--- config.mk ---
export PLATFORM = sky130hd
export DESIGN_NAME = uart_rxbuf_irq
export DESIGN_NICKNAME = d
export VERILOG_FILES = /design/src/rtl/uart_rb_pkg.sv /design/src/rtl/uart_rb_fifo.sv /design/src/rtl/uart_rb_flags.sv /design/src/rtl/uart_rxbuf_irq.sv
export SDC_FILE = /design/constraint.sdc
export NUM_CORES = 1
export LEC_CHECK = 0
export ABC_CLOCK_PERIOD_IN_PS = 2100
export BUFFER_PORTS_ARGS = -buffer_cell sky130_fd_sc_hd__buf_2
export CAP_MARGIN = 10
export CORE_ASPECT_RATIO = 1.2
export CORE_MARGIN = 2
export CORE_UTILIZATION = 45
export CTS_BUF_LIST = sky130_fd_sc_hd__clkbuf_4 sky130_fd_sc_hd__clkbuf_8 sky130_fd_sc_hd__clkbuf_16
export DETAILED_ROUTE_END_ITERATION = 8
export PLACE_DENSITY = 0.74
export SYNTH_ARGS = -nofsm -noshare
export SYNTH_HDL_FRONTEND = slang
export SYNTH_SLANG_ARGS = --single-unit
--- constraint.sdc ---
create_clock -name clk -period 2.1 [get_ports clk]
set_input_delay 0.105 -clock clk [delete_from_list [all_inputs] [get_ports clk]]
set_output_delay 0.105 -clock clk [all_outputs]
set_load 0.02 [all_outputs]
--- src/rtl/uart_rb_pkg.sv ---
package uart_rb_pkg;
  localparam int DATA_W = 8;
  localparam int FLAG_W = 7;

  localparam int F_RX1  = 0;
  localparam int F_RX2  = 1;
  localparam int F_OVR  = 2;
  localparam int F_FERR = 3;
  localparam int F_PERR = 4;
  localparam int F_TBE  = 5;
  localparam int F_TEND = 6;

  localparam logic [FLAG_W-1:0] FLAG_INIT = FLAG_W'(1) << F_TBE;
  localparam logic [FLAG_W-1:0] W1C_MASK  = (FLAG_W'(1) << F_OVR) | (FLAG_W'(1) << F_FERR)
                                          | (FLAG_W'(1) << F_PERR) | (FLAG_W'(1) << F_TEND);

  typedef struct packed {
    logic [DATA_W-1:0] data;
    logic              ferr;
    logic              perr;
  } rx_entry_t;
endpackage

--- src/rtl/uart_rb_fifo.sv ---
module uart_rb_fifo
  import uart_rb_pkg::*;
#(
  parameter int DEPTH = 2,
  localparam int PW = (DEPTH > 1) ? $clog2(DEPTH) : 1,
  localparam int CW = $clog2(DEPTH + 1)
) (
  input  logic          clk,
  input  logic          rst_n,
  input  logic          flush,
  input  logic          push,
  input  logic          pop,
  input  rx_entry_t     din,
  output rx_entry_t     head,
  output logic [CW-1:0] cnt,
  output logic [CW-1:0] cnt_nxt
);
  rx_entry_t     mem [DEPTH];
  logic [PW-1:0] wr_ptr, wr_ptr_n;
  logic [PW-1:0] rd_ptr, rd_ptr_n;
  logic [CW-1:0] cnt_q;

  always_comb begin
    wr_ptr_n = wr_ptr;
    rd_ptr_n = rd_ptr;
    cnt_nxt  = cnt_q;
    if (flush) begin
      wr_ptr_n = '0;
      rd_ptr_n = '0;
      cnt_nxt  = '0;
    end else begin
      if (push) wr_ptr_n = (wr_ptr == PW'(DEPTH - 1)) ? '0 : wr_ptr + PW'(1);
      if (pop)  rd_ptr_n = (rd_ptr == PW'(DEPTH - 1)) ? '0 : rd_ptr + PW'(1);
      case ({push, pop})
        2'b10:   cnt_nxt = cnt_q + CW'(1);
        2'b01:   cnt_nxt = cnt_q - CW'(1);
        default: cnt_nxt = cnt_q;
      endcase
    end
  end

  always_ff @(posedge clk or negedge rst_n) begin
    if (!rst_n) begin
      wr_ptr <= '0;
      rd_ptr <= '0;
      cnt_q  <= '0;
    end else begin
      wr_ptr <= wr_ptr_n;
      rd_ptr <= rd_ptr_n;
      cnt_q  <= cnt_nxt;
    end
  end

  always_ff @(posedge clk) begin
    if (push) mem[wr_ptr] <= din;
  end

  assign head = mem[rd_ptr];
  assign cnt  = cnt_q;
endmodule

--- src/rtl/uart_rb_flags.sv ---
module uart_rb_flags #(
  parameter int N = 7,
  parameter logic [N-1:0] INIT = '0
) (
  input  logic         clk,
  input  logic         rst_n,
  input  logic         soft_clr,
  input  logic [N-1:0] set,
  input  logic [N-1:0] clr,
  output logic [N-1:0] q
);
  for (genvar i = 0; i < N; i++) begin : g_bit
    logic bit_q, bit_d, bit_en;

    always_comb begin
      bit_en = soft_clr | set[i] | clr[i];
      if (soft_clr)    bit_d = INIT[i];
      else if (set[i]) bit_d = 1'b1;
      else             bit_d = 1'b0;
    end

    always_ff @(posedge clk or negedge rst_n) begin
      if (!rst_n)      bit_q <= INIT[i];
      else if (bit_en) bit_q <= bit_d;
    end

    assign q[i] = bit_q;
  end
endmodule

--- src/rtl/uart_rxbuf_irq.sv ---
module uart_rxbuf_irq
  import uart_rb_pkg::*;
#(
  parameter int DEPTH = 2
) (
  input  logic              clk,
  input  logic              rst_n,
  input  logic              soft_rst,
  input  logic              rx_done,
  input  logic [DATA_W-1:0] rx_byte,
  input  logic              rx_ferr,
  input  logic              rx_perr,
  input  logic              tx_load,
  input  logic              stop_sent,
  input  logic              rd_data,
  input  logic              wr_txdata,
  input  logic              wr_flags,
  input  logic [FLAG_W-1:0] wr_val,
  input  logic              wr_ien,
  input  logic [FLAG_W-1:0] ien_val,
  output logic [DATA_W-1:0] rd_byte,
  output logic [FLAG_W-1:0] flags,
  output logic              irq
);
  localparam int CW = $clog2(DEPTH + 1);

  rx_entry_t     in_ent, head;
  logic [CW-1:0] cnt, cnt_nxt;
  logic          empty, full, pop, accept, ovr_evt;
  logic [FLAG_W-1:0] f_set, f_clr, w1c, en_q, en_d;

  always_comb begin
    empty   = (cnt == '0);
    full    = (cnt == CW'(DEPTH));
    pop     = rd_data & ~empty & ~soft_rst;
    accept  = rx_done & (~full | pop) & ~soft_rst;
    ovr_evt = rx_done & full & ~pop & ~soft_rst;
    in_ent  = '{data: rx_byte, ferr: rx_ferr, perr: rx_perr};
  end

  uart_rb_fifo #(.DEPTH(DEPTH)) u_fifo (
    .clk     (clk),
    .rst_n   (rst_n),
    .flush   (soft_rst),
    .push    (accept),
    .pop     (pop),
    .din     (in_ent),
    .head    (head),
    .cnt     (cnt),
    .cnt_nxt (cnt_nxt)
  );

  always_comb begin
    w1c = wr_flags ? (wr_val & W1C_MASK) : '0;

    f_set         = '0;
    f_set[F_RX1]  = (cnt_nxt != '0);
    f_set[F_RX2]  = (cnt_nxt == CW'(DEPTH));
    f_set[F_OVR]  = ovr_evt;
    f_set[F_FERR] = accept & rx_ferr;
    f_set[F_PERR] = accept & rx_perr;
    f_set[F_TBE]  = tx_load;
    f_set[F_TEND] = stop_sent & flags[F_TBE];

    f_clr         = w1c;
    f_clr[F_RX1]  = pop;
    f_clr[F_RX2]  = pop;
    f_clr[F_FERR] = w1c[F_FERR] | (pop & head.ferr);
    f_clr[F_PERR] = w1c[F_PERR] | (pop & head.perr);
    f_clr[F_TBE]  = wr_txdata;
  end

  uart_rb_flags #(.N(FLAG_W), .INIT(FLAG_INIT)) u_flags (
    .clk      (clk),
    .rst_n    (rst_n),
    .soft_clr (soft_rst),
    .set      (f_set),
    .clr      (f_clr),
    .q        (flags)
  );

  always_comb en_d = wr_ien ? ien_val : en_q;

  always_ff @(posedge clk or negedge rst_n) begin
    if (!rst_n) en_q <= '0;
    else        en_q <= en_d;
  end

  assign irq     = |(flags & en_q);
  assign rd_byte = empty ? '0 : head.data;
endmodule

==> results.yml <==
power_and_ir_drop:
  power_density_mw_per_mm2: 821
  pwr-share-clk: 0.279
  vdd.ir_drop.worst_mv: 0.480
  p_leak_nw: 0.877
  comb_power_share: 0.183
  share_seq_of_total_power: 0.538
  p_total_mw: 1.65
  power.switching_uw: 451
  netSwitchingFraction: 0.273
  power_report.internal_total_mw: 1.20
worst_setup_path:
  worst-path-max-fanout: 7
  crit_path_max_incr_delay_ns: 0.51
  worst_ep_required_time_ns: 2.32
  crit_path_start_kind: "flip-flop"
  crit_path_end_kind: "flip-flop"
  timing.setup.critical_path_class: "flip-flop to flip-flop"
  critical-path-slowest-cell: "sky130_fd_sc_hd__or4_1"
  worst_ep_arrival_time_ns: 2.11
  worstPathCellList: "nor3b_2 > nor3_1 > inv_1 > ha_1 > or4_1 > nand4b_1"
sta:
  final.min_clock_period_ns: 1.90
  timing.clock.skew_ns: 0.00473
  final_max_slew_viol_count: 0
  finalCritPeriodShare: 0.902
  relSlewSlack: 0.614
  rsz0062_at_grt: "false"
  hold_violations: 0
  worst_hold_slack_ns: 0.0102
  timing_worst_slew_pin_value_ns: 0.578
  setup_tns_ns: 0
  setup-violations-final: 0
  fmax_mhz: 528
  fin_ws_ns: 0.205
die:
  num_rows: 24
  dieHeight_um: 70.4
  floorplan.io_pins: 50
  die_x_um: 59.3
  initial_utilization: 0.462
  floorplan.die_area_mm2: 0.00417
  design.core.area_mm2: 0.00357
route:
  drt_first_pass_iters: 4
  drt_iter0_markers: 40
  vias_per_cell: 5.08
  antenna_violating_nets_remaining: 0
  via_count: 1098
  post-route-drc-count: 0
  wirelength_um: 3050
  route.detailed.wl_per_inst_um: 14.1
global_routing:
  grt_first_pass_wirelength_um: 5220
  grt_max_degree: 19
  globalRouteTotalUtil: 0.169
  antenna_found_initial: 0
  grt_overflow: 0
  first_global_vias: 1136
placed_design:
  place.detailed.instances: 204
  finalWeightedCongestion: 0.690
  placedInstanceArea_mm2: 0.00189
  buffer_ports.inserted: 46
  post-dp-hpwl_um: 2320
  placement.setup.worst_slack_ns: 0.172
finish:
  finish.utilization: 0.563
  numnets_final: 211
  layout-drive-gt1-share: 0.373
  final_common_cell: "sky130_fd_sc_hd__buf_2"
  number_of_fill_cells: 305
  syn_to_final_growth_pct: 21.8
  fin_area_mm2: 0.00201
  most-common-layout-cells: "sky130_fd_sc_hd__buf_2, sky130_fd_sc_hd__edfxtp_1, sky130_fd_sc_hd__nor2_1, sky130_fd_sc_hd__dfrtp_1, sky130_fd_sc_hd__mux2i_1"
  antennaDiodeCount: 0
  post_layout_nonfiller_instances: 216
clock_tree:
  cts.sink_count: 38
  cts_max_path_buffers: 2
  clkSlewWorstSetupHoldPaths_ns: 0.07
  tritoncts.num_buffers: 5
  worstSkewPairLatency_ns: 0.29
  cts_tree: "done"
  h_tree_level_count: 2
  clock-root-buffer: "sky130_fd_sc_hd__clkbuf_8"
synth:
  synth_nets: 161
  synth-seq-area-share: 0.637
  post_synth_instance_area_mm2: 0.00165
  yosys_warnings: 0
  post_synthesis_register_bit_count: 38
  syn-instance-count: 126
  post_synthesis_mean_instance_area_um2: 13.1
  synth.lib_cells_used.distinct: 30
run:
  maxCapViolCount: 0
outcome:
  status: "completed"
hold_path:
  holdCritPathClass: "primary input to flip-flop"
-- synth_stat cells --
| library cell | instances | area [um2] |
|---|---|---|
| sky130_fd_sc_hd__o21ai_0 | 3 | 15.0 |
| sky130_fd_sc_hd__nand4b_1 | 1 | 8.76 |
| sky130_fd_sc_hd__nand3b_1 | 4 | 30.0 |
| sky130_fd_sc_hd__xnor2_1 | 2 | 17.5 |
| sky130_fd_sc_hd__a2bb2oi_1 | 1 | 8.76 |
| sky130_fd_sc_hd__nor3b_2 | 1 | 12.5 |
| sky130_fd_sc_hd__mux2i_1 | 11 | 110 |
| sky130_fd_sc_hd__a21oi_1 | 2 | 10.0 |
| sky130_fd_sc_hd__or4_1 | 1 | 7.51 |
| sky130_fd_sc_hd__and2_1 | 1 | 6.26 |
| sky130_fd_sc_hd__buf_2 | 2 | 10.0 |
| sky130_fd_sc_hd__dfrtp_1 | 17 | 425 |
| sky130_fd_sc_hd__xor2_1 | 2 | 17.5 |
| sky130_fd_sc_hd__edfxtp_1 | 20 | 601 |
| sky130_fd_sc_hd__nand3_1 | 1 | 5.00 |
| sky130_fd_sc_hd__clkbuf_1 | 2 | 7.51 |
| sky130_fd_sc_hd__dfstp_2 | 1 | 26.3 |
| sky130_fd_sc_hd__o2bb2ai_1 | 2 | 17.5 |
| sky130_fd_sc_hd__or3_1 | 1 | 6.26 |
| sky130_fd_sc_hd__a22oi_1 | 4 | 30.0 |
| sky130_fd_sc_hd__a222oi_1 | 1 | 10.0 |
| sky130_fd_sc_hd__nor2_1 | 18 | 67.6 |
| sky130_fd_sc_hd__inv_1 | 4 | 15.0 |
| sky130_fd_sc_hd__nor3_1 | 1 | 5.00 |
| sky130_fd_sc_hd__ha_1 | 1 | 12.5 |
| sky130_fd_sc_hd__mux2_2 | 7 | 78.8 |
| sky130_fd_sc_hd__nor2b_1 | 1 | 6.26 |
| sky130_fd_sc_hd__nand2_1 | 5 | 18.8 |
| sky130_fd_sc_hd__buf_4 | 8 | 60.1 |
| sky130_fd_sc_hd__o21ai_1 | 1 | 5.00 |
-- final cells by class --
cell class | count | area (um2) | area share
Sequential cell | 38 | 1050 | 0.524
Multi-Input combinational cell | 72 | 507 | 0.252
Timing Repair Buffer | 55 | 308 | 0.153
Clock buffer | 5 | 68.8 | 0.0342
Tap cell | 39 | 48.8 | 0.0243
Inverter | 4 | 15.0 | 0.00746
Clock inverter | 3 | 11.3 | 0.00560
-- final timing paths --
check	endpoint	slack, ns	cells past startpoint	from
max	u_flags.g_bit[0].bit_q$_DFFE_PN0P_	0.20	6	u_fifo.cnt[0]$_DFF_PN0_
min	u_fifo.mem[0][9]$_DFFE_PP_	0.01	1	rx_byte[7]
max reg2reg	u_flags.g_bit[0].bit_q$_DFFE_PN0P_	0.20	6	u_fifo.cnt[0]$_DFF_PN0_
min reg2reg	en_q[1]$_DFFE_PN0P_	0.51	1	en_q[1]$_DFFE_PN0P_
max in group asynchronous	u_flags.g_bit[5].bit_q$_DFFE_PN1P_	1.50	2	rst_n
min in group asynchronous	en_q[2]$_DFFE_PN0P_	0.27	2	rst_n
-- state kept, by name, summed over array words and instances (netlist names) --
register / count
u_flags.g_bit.bit_q: 7
u_fifo.wr_ptr: 1
u_fifo.rd_ptr: 1
u_fifo.mem: 20
u_fifo.cnt: 2
en_q: 7
-- critical path, delay by kind of cell (launching register included) --
kind	cells	cell delay [ns]
flops	1	0.46
simple gates	4	1.01
fa+ha+maj	1	0.28
buf+inv	1	0.09
-- logic make-up (layout without fill, tap and decap cells) --
group / Yosys count / in the layout / synth area share
and+or+nand+nor: 35 / 35 / 0.105
buffers and inverters: 16 / 67 / 0.0561
DFF: 38 / 38 / 0.637
xor gates and xnor gates: 4 / 4 / 0.0212
muxes: 18 / 18 / 0.114
AOI/OAI and AO/OA: 14 / 14 / 0.0583
adders and majority gates: 1 / 1 / 0.00757
-- power groups by stage --
stage               registers [mW]  logic [mW]  clock network, mW
finish                       0.889       0.302              0.462
global route                 0.899       0.337              0.505
CTS                          0.889       0.307              0.475
detailed placement           0.903       0.302                  0
global placement             0.901       0.290                  0
floorplan                    0.876       0.231                  0
-- repair_timing --
item	4_1_cts	5_1_grt
hold buffers	3	1
hold endpoints to repair	20	2
resized for setup	0	1
endpoints found under the setup margin	0	1
buffers inserted	0	0
-- per-layer routing --
layer,vias to the layer above,wire [um],GRT usage
met5,-,0,0
met4,0,34,0.0530
met3,4,224,0.0648
met2,44,1500,0.265
met1,511,1290,0.214
li1,539,-,-
No activity file was read; power rests on OpenSTA's default activity.
